[src/rtl/ls_align_pkg.sv]
package ls_align_pkg;

    typedef enum logic [1:0] {
        SZ_BYTE = 2'b00,
        SZ_HALF = 2'b01,
        SZ_WORD = 2'b10,
        SZ_RSVD = 2'b11
    } acc_size_e;

    typedef struct packed {
        logic      is_store;
        logic      zero_fill;
        acc_size_e size;
    } acc_op_t;

    // true when the low address bits suit the access size
    function automatic logic size_aligned(acc_size_e sz, logic [1:0] lo);
        case (sz)
            SZ_BYTE: return 1'b1;
            SZ_HALF: return (lo[0] == 1'b0);
            SZ_WORD: return (lo == 2'b00);
            default: return 1'b0;
        endcase
    endfunction

endpackage

[src/rtl/ls_ea_gen.sv]
module ls_ea_gen #(
    parameter int DATA_W = 32,
    parameter int OFF_W  = 16
) (
    input  logic [DATA_W-1:0] base_val,
    input  logic [OFF_W-1:0]  offset,
    output logic [DATA_W-1:0] ea
);
    localparam int EXT_W = DATA_W - OFF_W;

    logic [DATA_W-1:0] off_ext;

    always_comb begin
        off_ext = {{EXT_W{offset[OFF_W-1]}}, offset};
        ea      = base_val + off_ext;
    end
endmodule

[src/rtl/ls_lane_ctl.sv]
module ls_lane_ctl
    import ls_align_pkg::*;
#(
    parameter int DATA_W = 32,
    parameter int LANES  = DATA_W / 8,
    parameter int LIDX_W = $clog2(LANES)
) (
    input  logic              en,
    input  acc_op_t           op,
    input  logic [LIDX_W-1:0] lane,
    input  logic [DATA_W-1:0] st_data,
    output logic [LANES-1:0]  be,
    output logic              we,
    output logic [DATA_W-1:0] wdata,
    output logic              fault,
    output logic              ok
);
    logic [LANES-1:0] base_mask;

    always_comb begin
        case (op.size)
            SZ_BYTE: base_mask = LANES'(1);
            SZ_HALF: base_mask = LANES'(3);
            default: base_mask = '1;
        endcase
        ok    = en && size_aligned(op.size, 2'(lane));
        fault = en && !ok;
        be    = ok ? (base_mask << lane) : '0;
        we    = ok && op.is_store;
        wdata = (ok && op.is_store) ? (st_data << {lane, 3'b000}) : '0;
    end
endmodule

[src/rtl/ls_load_ext.sv]
module ls_load_ext
    import ls_align_pkg::*;
#(
    parameter int DATA_W = 32,
    parameter int LIDX_W = $clog2(DATA_W / 8)
) (
    input  logic              take,
    input  acc_op_t           op,
    input  logic [LIDX_W-1:0] lane,
    input  logic [DATA_W-1:0] rdata,
    output logic [DATA_W-1:0] result
);
    logic [DATA_W-1:0] shifted;
    logic              fill;

    always_comb begin
        shifted = rdata >> {lane, 3'b000};
        fill    = 1'b0;
        result  = '0;
        if (take) begin
            case (op.size)
                SZ_BYTE: begin
                    fill   = shifted[7] && !op.zero_fill;
                    result = {{(DATA_W-8){fill}}, shifted[7:0]};
                end
                SZ_HALF: begin
                    fill   = shifted[15] && !op.zero_fill;
                    result = {{(DATA_W-16){fill}}, shifted[15:0]};
                end
                default: result = shifted;
            endcase
        end
    end
endmodule

[src/rtl/ls_align_unit.sv]
module ls_align_unit
    import ls_align_pkg::*;
#(
    parameter int DATA_W = 32,
    parameter int OFF_W  = 16,
    parameter int LANES  = DATA_W / 8,
    parameter int LIDX_W = $clog2(LANES),
    parameter int WA_W   = DATA_W - LIDX_W
) (
    input  logic              clk,
    input  logic              rst,
    input  logic              req_en,
    input  logic [3:0]        req_op,
    input  logic [DATA_W-1:0] base_val,
    input  logic [OFF_W-1:0]  offset,
    input  logic [DATA_W-1:0] st_data,
    input  logic [DATA_W-1:0] mem_rdata,
    output logic [WA_W-1:0]   mem_waddr,
    output logic [LANES-1:0]  mem_be,
    output logic              mem_we,
    output logic [DATA_W-1:0] mem_wdata,
    output logic [DATA_W-1:0] ld_data,
    output logic              misalign
);
    acc_op_t           op;
    logic [DATA_W-1:0] ea;
    logic [LANES-1:0]  be_n;
    logic              we_n, fault_n, ok_n;
    logic [DATA_W-1:0] wdata_n, ld_n;

    assign op = acc_op_t'(req_op);

    ls_ea_gen #(.DATA_W(DATA_W), .OFF_W(OFF_W)) u_ea (
        .base_val (base_val),
        .offset   (offset),
        .ea       (ea)
    );

    ls_lane_ctl #(.DATA_W(DATA_W), .LANES(LANES), .LIDX_W(LIDX_W)) u_lane (
        .en      (req_en),
        .op      (op),
        .lane    (ea[LIDX_W-1:0]),
        .st_data (st_data),
        .be      (be_n),
        .we      (we_n),
        .wdata   (wdata_n),
        .fault   (fault_n),
        .ok      (ok_n)
    );

    ls_load_ext #(.DATA_W(DATA_W), .LIDX_W(LIDX_W)) u_ld (
        .take   (ok_n && !op.is_store),
        .op     (op),
        .lane   (ea[LIDX_W-1:0]),
        .rdata  (mem_rdata),
        .result (ld_n)
    );

    always_ff @(posedge clk) begin
        if (rst) begin
            mem_waddr <= '0;
            mem_be    <= '0;
            mem_we    <= 1'b0;
            mem_wdata <= '0;
            ld_data   <= '0;
            misalign  <= 1'b0;
        end else begin
            mem_waddr <= ea[DATA_W-1:LIDX_W];
            mem_be    <= be_n;
            mem_we    <= we_n;
            mem_wdata <= wdata_n;
            ld_data   <= ld_n;
            misalign  <= fault_n;
        end
    end
endmodule

[config.mk]
export PLATFORM = sky130hd
export DESIGN_NAME = ls_align_unit
export DESIGN_NICKNAME = d
export VERILOG_FILES = /design/src/rtl/ls_align_pkg.sv /design/src/rtl/ls_ea_gen.sv /design/src/rtl/ls_lane_ctl.sv /design/src/rtl/ls_load_ext.sv /design/src/rtl/ls_align_unit.sv
export SDC_FILE = /design/constraint.sdc
export NUM_CORES = 1
export LEC_CHECK = 0
export ABC_AREA = 1
export ABC_CLOCK_PERIOD_IN_PS = 2400
export BUFFER_PORTS_ARGS = -buffer_cell sky130_fd_sc_hd__buf_2
export CORE_ASPECT_RATIO = 1.1
export CORE_MARGIN = 10
export CORE_UTILIZATION = 51
export CTS_CLUSTER_DIAMETER = 100
export DETAILED_ROUTE_END_ITERATION = 8
export PLACE_DENSITY = 0.82
export SYNTH_ARGS = -nofsm -noshare
export SYNTH_HDL_FRONTEND = slang
export SYNTH_SLANG_ARGS = --single-unit
[constraint.sdc]
create_clock -name clk -period 2.4 [get_ports clk]
set_input_delay 0.12 -clock clk [delete_from_list [all_inputs] [get_ports clk]]
set_output_delay 0.12 -clock clk [all_outputs]
set_load 0.05 [all_outputs]
# Word-level counts from Yosys, hierarchy flattened
# Index checks and enable logic that the tools add are counted.
word_totals:
  ff_bits: 100
  latchBits: 0
  ram_bits: 0
  rom_bits: 0
  inputBits: 119
  output_inout_bits: 100
  elab_cells: 33
  n_memories: 0
classes:
  addsub: 1
  multipliers: 0
  div_mod_pow: 0
  magnitude_cmp: 0
  n_eq_ne: 2
  shift: 3
  n_mux: 3
  bitwise_logic: 4
  reduce_logical: 14
ops:
  columns: ["operator", "count"]
  rows:
  - ["case mux 32 bit (2 select lines)", 1]
  - ["adder 32 bit", 1]
  - ["left shift 32 x 5 -> 32 bit", 1]
  - [">> shifter 32 x 5 -> 32 bit", 1]
  - ["case mux 4 bit (2 select lines)", 1]
  - ["logical AND 1 bit", 6]
  - ["OR reduction 2 bit", 3]
  - ["logical NOT 2 bit", 2]
  - ["NOT 1 bit", 4]
  - ["left shift 4 x 2 -> 4 bit", 1]
  - ["logical NOT 1 bit", 3]
  - ["case mux 1 bit (3 select lines)", 1]
  - ["== test 2 x 1 -> 1 bit, second input constant", 1]
  - ["== test 2 bit, second input constant", 1]

# Longest topological paths before layout
# Gate-level depths: netlist of the first run.
logic_depth:
  ltp_word: 7
  mapped_depth: 12
  ltp_nobuf: 12

# Hierarchy
# From an unflattened synthesis of the first run, not the netlist that was laid out.
unflattened:
  cells_unflattened: 1198
  hier_area_um2: 7250.7
modules_own_cells:
  columns: ["mod", "instances", "cells_per_inst", "area_each_um2", "seq_area_each_um2"]
  rows:
  - ["ls_align_unit", 1, 313, 2909.0, 2001.9]
  - ["ls_ea_gen", 1, 494, 2384.8, 0.0]
  - ["ls_load_ext", 1, 191, 1021.0, 0.0]
  - ["ls_lane_ctl", 1, 200, 935.9, 0.0]

# Worst setup path before layout of the first run
# OpenSTA, ideal clock, no wires.
synth_path:
  path_type: "input to register"
  from: "input port offset[0]"
  to: "register ld_data[14]"
  setup_ns: 0.070
  arrival_time_ns: 1.845
  t_required_ns: 2.330
  path_slack_ns: 0.486
  cell_stages: 11
  n_path_buf: 2
  path_cell_list: "ha_1 -> fa_1 -> buf_4 -> o21ai_0 -> nand2_2 -> nor2_4 -> nand2_4 -> nor2_4 -> inv_2 -> buf_6 -> a21oi_1"
synth_via:
  elab_chain_len: 7
  elab_cells_between_ends: 11
  cone_classes: "1 x add/sub; 1 x shift; 2 x mux; 2 x bitwise; 5 x reduce/logical"
synth_lines:
  columns: ["item", "line", "source"]
  rows:
  - ["start, declared", "ls_align_unit.sv:15", "input logic [OFF_W-1:0] offset,"]
  - ["adder 32 bit *", "ls_ea_gen.sv:15", "ea = base_val + off_ext;"]
  - ["branches (longest 6 deep; another with >> shifter 32 x 5 -> 32 bit)", null, null]
  - ["end signal, assigned", "ls_align_unit.sv:72", "ld_data <= ld_n;"]
  - ["end, declared", "ls_align_unit.sv:22", "output logic [DATA_W-1:0] ld_data,"]
# Every way passes the cells marked *.
# A chain may end at the register's enable or synchronous reset.

# Worst setup path in the final report of the first run
layout_path:
  from: "input port offset[0]"
  to: "register ld_data[22]"
layout_via:
  elab_chain_len: 7
  elab_cells_between_ends: 12
  cone_classes: "1 x add/sub; 1 x shift; 2 x mux; 2 x bitwise; 6 x reduce/logical"
layout_lines:
  columns: ["item", "line"]
  rows:
  - ["adder 32 bit *", "ls_ea_gen.sv:15"]
  - ["branches (longest 6 deep; another with >> shifter 32 x 5 -> 32 bit)", null]
# Marked as above.

==> summary.md, run 1 <==
| Metric | Value |
|---|---|
| H-tree levels | 3 |
| Clock network fraction of design power | 29.2% |
| Startpoint Class | input pin |
| Max Clock Freq | 546 MHz |
| Syn_area_per_cell | 6.26 sq um |
| Final hold vios | 0 |
| Detail Placement HPWL | 15.9 mm |
| EDFF count, synth | 0 |
| Final setup fails | 0 |
| TritonRoute pass-1 iters | 6 |
| Post-route cell area | 7580 sq um |
| Met2 wire len | 9.38 mm |
| Drt wl/cell | 14.7 um |
| Synth Instances | 979 |
| Min-delay worst type | input pin to flop |
| PwrDens | 607 nW/um^2 |
| GP Congestion | 0.948 |
| Period utilization | 76.3% |
| Slew Limit Fails | 0 |
| Most common flop cell mapped by yosys | dfxtp_1 |
| Synth cell types | 36 |
| CTS sink cnt | 100 |
| Die Y-Extent | 135 um |
| Post-synth ARST share | 0% |
| FF+latch count, synth | 100 |
| Worst Hold Endpoint | mem_waddr[0]$_SDFF_PP0_ |
| Tot GR Track Use | 22.5% |
| Remaining DRCs | 0 |
| Net Count, Synth | 1,130 |
| Initial antenna violation count | 3 |
| Final min period | 1.83 ns |
| Synth top area share | 32.7% |
| Clock Tree Buf Depth | 2 |
| Worst path required time | 2.69 ns |
| Syn. warnings | 0 |
| Logic gate share of total power | 32.5% |
| Share of post-route cells with drive strength above 1 | 22.0% |
| Post-CTS Repair Setup Buffers | 0 |
| Sequential area share after synthesis | 32.7% |
| Die Wd | 125 um |
| Syn-to-layout area delta | 23.7% |
| Top sig layer | met5 |
| Hold Startpoint | rst |
| Cell taking the most area after synthesis | dfxtp_1 |
| Hold Path Stages | 2 |
| Slew @ Worst Pin | 0.548 ns |
| Core area | 11,600 sq um |
| Top-Level Pins | 219 |
| Top cells by area, synth | dfxtp_1 (33%), nand2_1 (19%), inv_1 (9.7%) |
| TritonCTS clock tree | yes |
| Setup TNS | 0 ns |
| Via density | 5.08 |
| Vias in the first global route | 6,452 |
| RSZ-0062 raised after global routing | false |
| P_sw | 1720 uW |
| Sequential Power Share | 38.4% |
| Worst Setup End Kind | flop |
| DP Area | 7320 sq um |
| Max IR drop VDD | 0.311 mV |
| GR Overflow Total | 0 |
| Pwr Total | 4610 uW |
| Largest net degree at the start of global routing | 61 |
| Max cap viols | 0 |
| Mapped cell area | 6130 sq um |
| Final nets | 1,336 |
| Num CTS Buffers | 9 |
| P_leak | 0.00452 uW |
| Int Power | 2880 uW |
| Die area | 16,800 sq um |
| Starting Density | 52.6% |
| FP Rows | 41 |
| Post-CTS Hold Buffers | 0 |
| Sw Share | 37.4% |
| Initial drt markers | 744 |
| Outcome | complete, no violations |
| Routed WL | 19.7 mm |
| Final ANT Viol Nets | 0 |
| First-pass GRT wire length | 31.7 mm |
| Met1 Wirelength | 8.11 mm |
| # port buffers | 218 |
| WL met3 | 1.69 mm |
| Worst EP arrival | 2.12 ns |
| Hold slack | 0.00242 ns |
| DR vias | 6,804 |
| Clock root buffer | clkbuf_16 |
| Worst Path Max Fanout | 16 |
| Clock transition at path regs | 0.08 ns |
| CTS-repair resized insts | 0 |
| Setup CP Type | input pin to flop |
| Slew margin rel. | 63.5% |
==> synthesized netlist by cell type, types with 5 or more instances <==
cell,instances
dfxtp_1,100
nand4_1,5
ha_1,31
a211oi_1,6
nand2_1,307
a211oi_2,6
nand3_1,40
and2_1,5
o21ai_0,69
inv_1,159
clkbuf_1,16
o211ai_1,7
nor2_1,108
a21oi_1,59
o21bai_1,5
nor3_1,15
buf_2,5
==> layout make-up <==
type | count | area [sq um]
Antenna cell | 2 | 5.00
Clock buffer | 9 | 225
Clock inverter | 5 | 37.5
Fill cell | 1099 | 4060
Inverter | 162 | 608
Multi-Input combinational cell | 687 | 3360
Sequential cell | 100 | 2000
Tap cell | 150 | 188
Timing Repair Buffer | 225 | 1160
==> routing by layer <==
metal	vias up	global-route usage, %
met5	-	0
met4	2	8.61
met3	34	5.87
met2	317	38.8
met1	2974	26.0
li1	3477	-
==> power by group through the flow <==
stage               combinational [uW]  clock, uW  sequential [uW]
floorplan                          784          0             2100
global placement                  1470          0             1800
detailed placement                1480          0             1800
CTS                               1490       1360             1770
global route                      1660       1430             1770
finish                            1490       1340             1770
==> critical path, cell delays in order <==
cell and delay, ns:
buf_2 0.10, ha_2 0.20, fa_1 0.57, inv_2 0.14, nand3_1 0.10, o21a_1 0.18
nand2_4 0.12, a21oi_4 0.36, o21ai_0 0.14, inv_1 0.07
==> per-stage QoR <==
stage	setup WS (ns)	cells	util, %
6_report	0.570	1340	65.1
4_1_cts	0.563	1338	65.1
3_3_place_gp	0.311	1324	62.8
2_1_floorplan	0.486	979	-
5_1_grt	0.371	1339	65.1
3_5_place_dp	0.226	1324	62.8
==> cell families after synthesis <==
group / after synthesis / share of synthesized area [%]
simple gates: 493 / 33.0
buf+inv: 192 / 12.5
compound gates: 160 / 14.9
flops: 100 / 32.7
fa+ha+maj: 32 / 6.65
xor+xnor: 2 / 0.286
==> registers in the layout, summed over array words and instances, names as in the netlist <==
| signal | cells |
|---|---|
| ld_data | 32 |
| mem_be | 4 |
| mem_waddr | 30 |
| mem_wdata | 32 |
| mem_we | 1 |
| misalign | 1 |
==> cells in the final DEF, fill, tap and decap left out, drive strengths merged <==
master	instances
nand2	312
o211ai	7
nand3	40
a21o	1
o21ai	71
inv	164
clkinvlp	2
clkinv	1
diode	2
ha	31
and2	5
nand4	5
dfxtp	100
nor3	17
buf	225
o21bai	5
nor2	112
o22ai	1
a31oi	1
o21a	2
a211oi	12
xnor2	2
a21oi	60
fa	1
or2	1
and3	1
clkbuf	9
==> worst max-delay path by stage <==
stage / startpoint / to / slack, ns / cells past startpoint
floorplan: offset[0] / ld_data[14]$_SDFF_PP0_ / 0.49 / 11
detailed placement: offset[0] / ld_data[26]$_SDFF_PP0_ / 0.23 / 10
global route: offset[0] / ld_data[26]$_SDFF_PP0_ / 0.37 / 11
finish: offset[0] / ld_data[22]$_SDFF_PP0_ / 0.57 / 10
CTS: offset[0] / ld_data[22]$_SDFF_PP0_ / 0.56 / 10
global placement: offset[0] / ld_data[27]$_SDFF_PP0_ / 0.31 / 10
(Power assumes the default switching activity.)
==> run 2: changes to the inputs <==
--- a/config.mk
+++ b/config.mk
@@ -6,7 +6,7 @@
 export NUM_CORES = 1
 export LEC_CHECK = 0
 export ABC_AREA = 1
-export ABC_CLOCK_PERIOD_IN_PS = 2400
+export ABC_CLOCK_PERIOD_IN_PS = 1700
 export BUFFER_PORTS_ARGS = -buffer_cell sky130_fd_sc_hd__buf_2
 export CORE_ASPECT_RATIO = 1.1
 export CORE_MARGIN = 10
==> constraint.sdc (replaced) <==
create_clock -name clk -period 1.7 [get_ports clk]
set_input_delay 0.085 -clock clk [delete_from_list [all_inputs] [get_ports clk]]
set_output_delay 0.085 -clock clk [all_outputs]
set_load 0.05 [all_outputs]
==> run 2 against run 1 <==
Compared with the run above:
- worst hold slack better by 0.0068 ns
- final area is 5.9% higher
- routed wire length increased by 3.8%
- critical endpoint is now ld_data[21]$_SDFF_PP0_
- die area did not move
- clock power grew 51%
- core utilization up 3.8 points
- sequential power up 41%
==> summary.md, run 2 (synthesis results as in run 1) <==
| Metric | Value |
|---|---|
| First-pass GRT wire length | 32.7 mm (was 31.7 mm) |
| RSZ-0062 raised after global routing | false (unchanged) |
| Inst Count DP | 1,364 (was 1,324) |
| Via density | 5.08 (about the same) |
| TritonRoute pass-1 iters | 5 (was 6) |
| Starting Density | 52.6% (unchanged) |
| Slew @ Worst Pin | 0.477 ns (was 0.548 ns) |
| P_sw | 2520 uW (was 1720 uW) |
| Setup CP Type | input pin to flop (unchanged) |
| CP startpoint | offset[0] (unchanged) |
| Routed WL | 20.5 mm (was 19.7 mm) |
| Final ANT Viol Nets | 0 (unchanged) |
| P_leak | 0.00477 uW (was 0.00452 uW) |
| FP Rows | 41 (unchanged) |
| Worst path slowest cell | fa_2 (was fa_1) |
| Detail Placement HPWL | 16.4 mm (was 15.9 mm) |
| Vias in the first global route | 6,773 (was 6,452) |
| Clock root buffer | clkbuf_16 (unchanged) |
| Share of post-route cells with drive strength above 1 | 25.0% (was 22.0%) |
| Footprint of the multi-input gates | 3400 sq um (was 3360 sq um) |
| Die Y-Extent | 135 um (unchanged) |
| Die Wd | 125 um (unchanged) |
| H-tree levels | 3 (unchanged) |
| Logic gate share of total power | 33.7% (was 32.5%) |
| Num CTS Buffers | 9 (unchanged) |
| Worst Hold Endpoint | mem_wdata[3]$_SDFF_PP0_ (was mem_waddr[0]$_SDFF_PP0_) |
| Largest delay contributor family on the critical path | adder cells (unchanged) |
| Drt wl/cell | 14.8 um (was 14.7 um) |
| Final min period | 1.57 ns |
| Final setup fails | 0 (unchanged) |
| Worst EP arrival | 1.81 ns (was 2.12 ns) |
| Largest net degree at the start of global routing | 50 (was 61) |
| Tot GR Track Use | 23.4% (was 22.5%) |
| Int Power | 4300 uW (was 2880 uW) |
| Largest registers | ld_data x32, mem_wdata x32, mem_waddr x30 (unchanged) |
| Clock transition at path regs | 0.07 ns (was 0.08 ns) |
| Slew margin rel. | 67.9% (was 63.5%) |
| # port buffers | 218 (unchanged) |
| Critical path buffer and inverter count | 4 (was 3) |
| Post-route cell area | 8030 sq um (was 7580 sq um) |
| Top-Level Pins | 219 (unchanged) |
| Outcome | complete, no violations (unchanged) |
| Period utilization | 92.2% |
| Commonest non-fill, non-tap cell in the layout | nand2_1 (unchanged) |
| Final nets | 1,382 (was 1,336) |
| Initial drt markers | 735 (was 744) |
| Worst path required time | 1.94 ns (was 2.69 ns) |
| PwrDens | 849 nW/um^2 (was 607 nW/um^2) |
| Max Clock Freq | 638 MHz |
| GP Congestion | 0.976 (was 0.948) |
| Max cap viols | 0 (unchanged) |
| Min-delay worst type | input pin to flop (unchanged) |
| Initial antenna violation count | 0 (was 3) |
| DP Area | 7660 sq um (was 7320 sq um) |
| Worst Setup End Kind | flop (unchanged) |
| Most frequent cells in the layout | nand2_1 (307), buf_2 (218), inv_1 (159), nor2_1 (108), dfxtp_1 (100) (unchanged) |
| TritonCTS clock tree | yes (unchanged) |
| Syn-to-layout area delta | 31.0% (was 23.7%) |
| Hold Path Stages | 3 (was 2) |
| Register area | 2000 sq um (unchanged) |
| Max IR drop VDD | 0.548 mV (was 0.311 mV) |
| Startpoint Class | input pin (unchanged) |
| Pwr Total | 6820 uW (was 4610 uW) |
| Final hold vios | 0 (unchanged) |
| GR Overflow Total | 0 (unchanged) |
| Clock network fraction of design power | 29.8% (was 29.2%) |
| Die area | 16,800 sq um (unchanged) |
| DR vias | 7,046 (was 6,804) |
| Core area | 11,600 sq um (unchanged) |
| Sw Share | 36.9% (was 37.4%) |
| Hold Startpoint | st_data[3] (was rst) |
| Finished Layout Cells | 1,386 (was 1,340) |
| Remaining DRCs | 0 (unchanged) |
| Critical path's largest stage delay | 0.57 ns (about the same) |
| Clock Tree Buf Depth | 2 (unchanged) |
| Inserted Diodes | 0 (was 2) |
| Slew Limit Fails | 0 (unchanged) |
| Fillers | 1,013 (was 1,099) |
| CTS sink cnt | 100 (unchanged) |
| Sequence of cells on the critical path | buf_2, ha_4, fa_2, inv_2, o21ai_2, nor2_1, nand2_1, a21oi_4, buf_12, o21ai_0, inv_1 (was buf_2, ha_2, fa_1, inv_2, nand3_1, o21a_1, nand2_4, a21oi_4, o21ai_0, inv_1) |
| Worst Path Max Fanout | 16 (unchanged) |
| Sequential Power Share | 36.5% (was 38.4%) |
## run 2: cell count changes in the layout (fill, tap and decap cells not counted), moves of 2 or more
| cell | delta |
|---|---|
| diode_2 | -2 |
| a21oi_2 | +2 |
| dlygate4sd3_1 | +5 |
| o21ai_0 | -3 |
| o21ai_2 | +2 |
| buf_4 | +39 |
| a21oi_1 | -2 |
| buf_12 | +2 |
| clkbuf_8 | +2 |
## run 2: tightest hold or removal path, cell delays in order
cell    delay [ns]
buf_2         0.10
inv_1         0.08
nor3_1        0.05
## run 2: routing by layer
layer / GRT usage, % / vias to the layer above / share of wire, %
li1: - / 3565 / -
met1: 25.9 / 3092 / 39
met2: 41.4 / 344 / 49
met3: 7.05 / 45 / 9.2
met4: 8.35 / 0 / 2.9
met5: 0 / - / 0
## run 2: metrics by stage
step / hold slack, ns / utilization, % / worst slack [ns] / setup TNS [ns]
3_5_place_dp: 0.323 / 65.7 / -0.299 / -11.10
6_report: 0.00926 / 69.0 / 0.133 / 0
3_3_place_gp: 0.321 / 65.7 / -0.229 / -8.66
4_1_cts: 0.000227 / 68.7 / 0.0439 / 0
5_1_grt: 0.0239 / 69.0 / 0.0325 / 0
2_1_floorplan: 0.157 / - / -0.0593 / -1.41
## run 2: power by group through the flow
| stage | Combinational, uW | Sequential, uW | Clock, uW |
|---|---|---|---|
| after floorplan | 1120 | 2960 | 0 |
| after global placement | 2210 | 2540 | 0 |
| after detailed placement | 2240 | 2540 | 0 |
| after CTS | 2270 | 2490 | 2060 |
| after global routing | 2540 | 2500 | 2140 |
| final | 2300 | 2490 | 2030 |
## run 2: cell type report
class | count | share of cell area, %
multi-input cells | 687 | 42.3
flip-flops and latches | 100 | 24.9
clock inverters | 5 | 0.530
inverters | 162 | 7.60
well taps | 150 | 2.34
repair buffers | 271 | 19.2
clock buffers | 11 | 3.15
## run 2: worst max-delay path by stage
| stage | end | slack [ns] | cells after the start |
|---|---|---|---|
| after global placement | ld_data[20]$_SDFF_PP0_ | -0.23 | 11 |
| after floorplan | ld_data[14]$_SDFF_PP0_ | -0.06 | 11 |
| after detailed placement | ld_data[25]$_SDFF_PP0_ | -0.30 | 11 |
| after CTS | ld_data[21]$_SDFF_PP0_ | 0.04 | 11 |
| final | ld_data[21]$_SDFF_PP0_ | 0.13 | 11 |
| after global routing | ld_data[27]$_SDFF_PP0_ | 0.03 | 11 |
## run 2: what timing repair did
| action | 4_1_cts | 5_1_grt |
|---|---|---|
| hold buffers | 5 | 0 |
| endpoints found under the hold margin | 5 | 0 |
| endpoints found under the setup margin | 0 | 20 |
| gates resized for setup | 0 | 3 |
| buffers inserted | 0 | 1 |
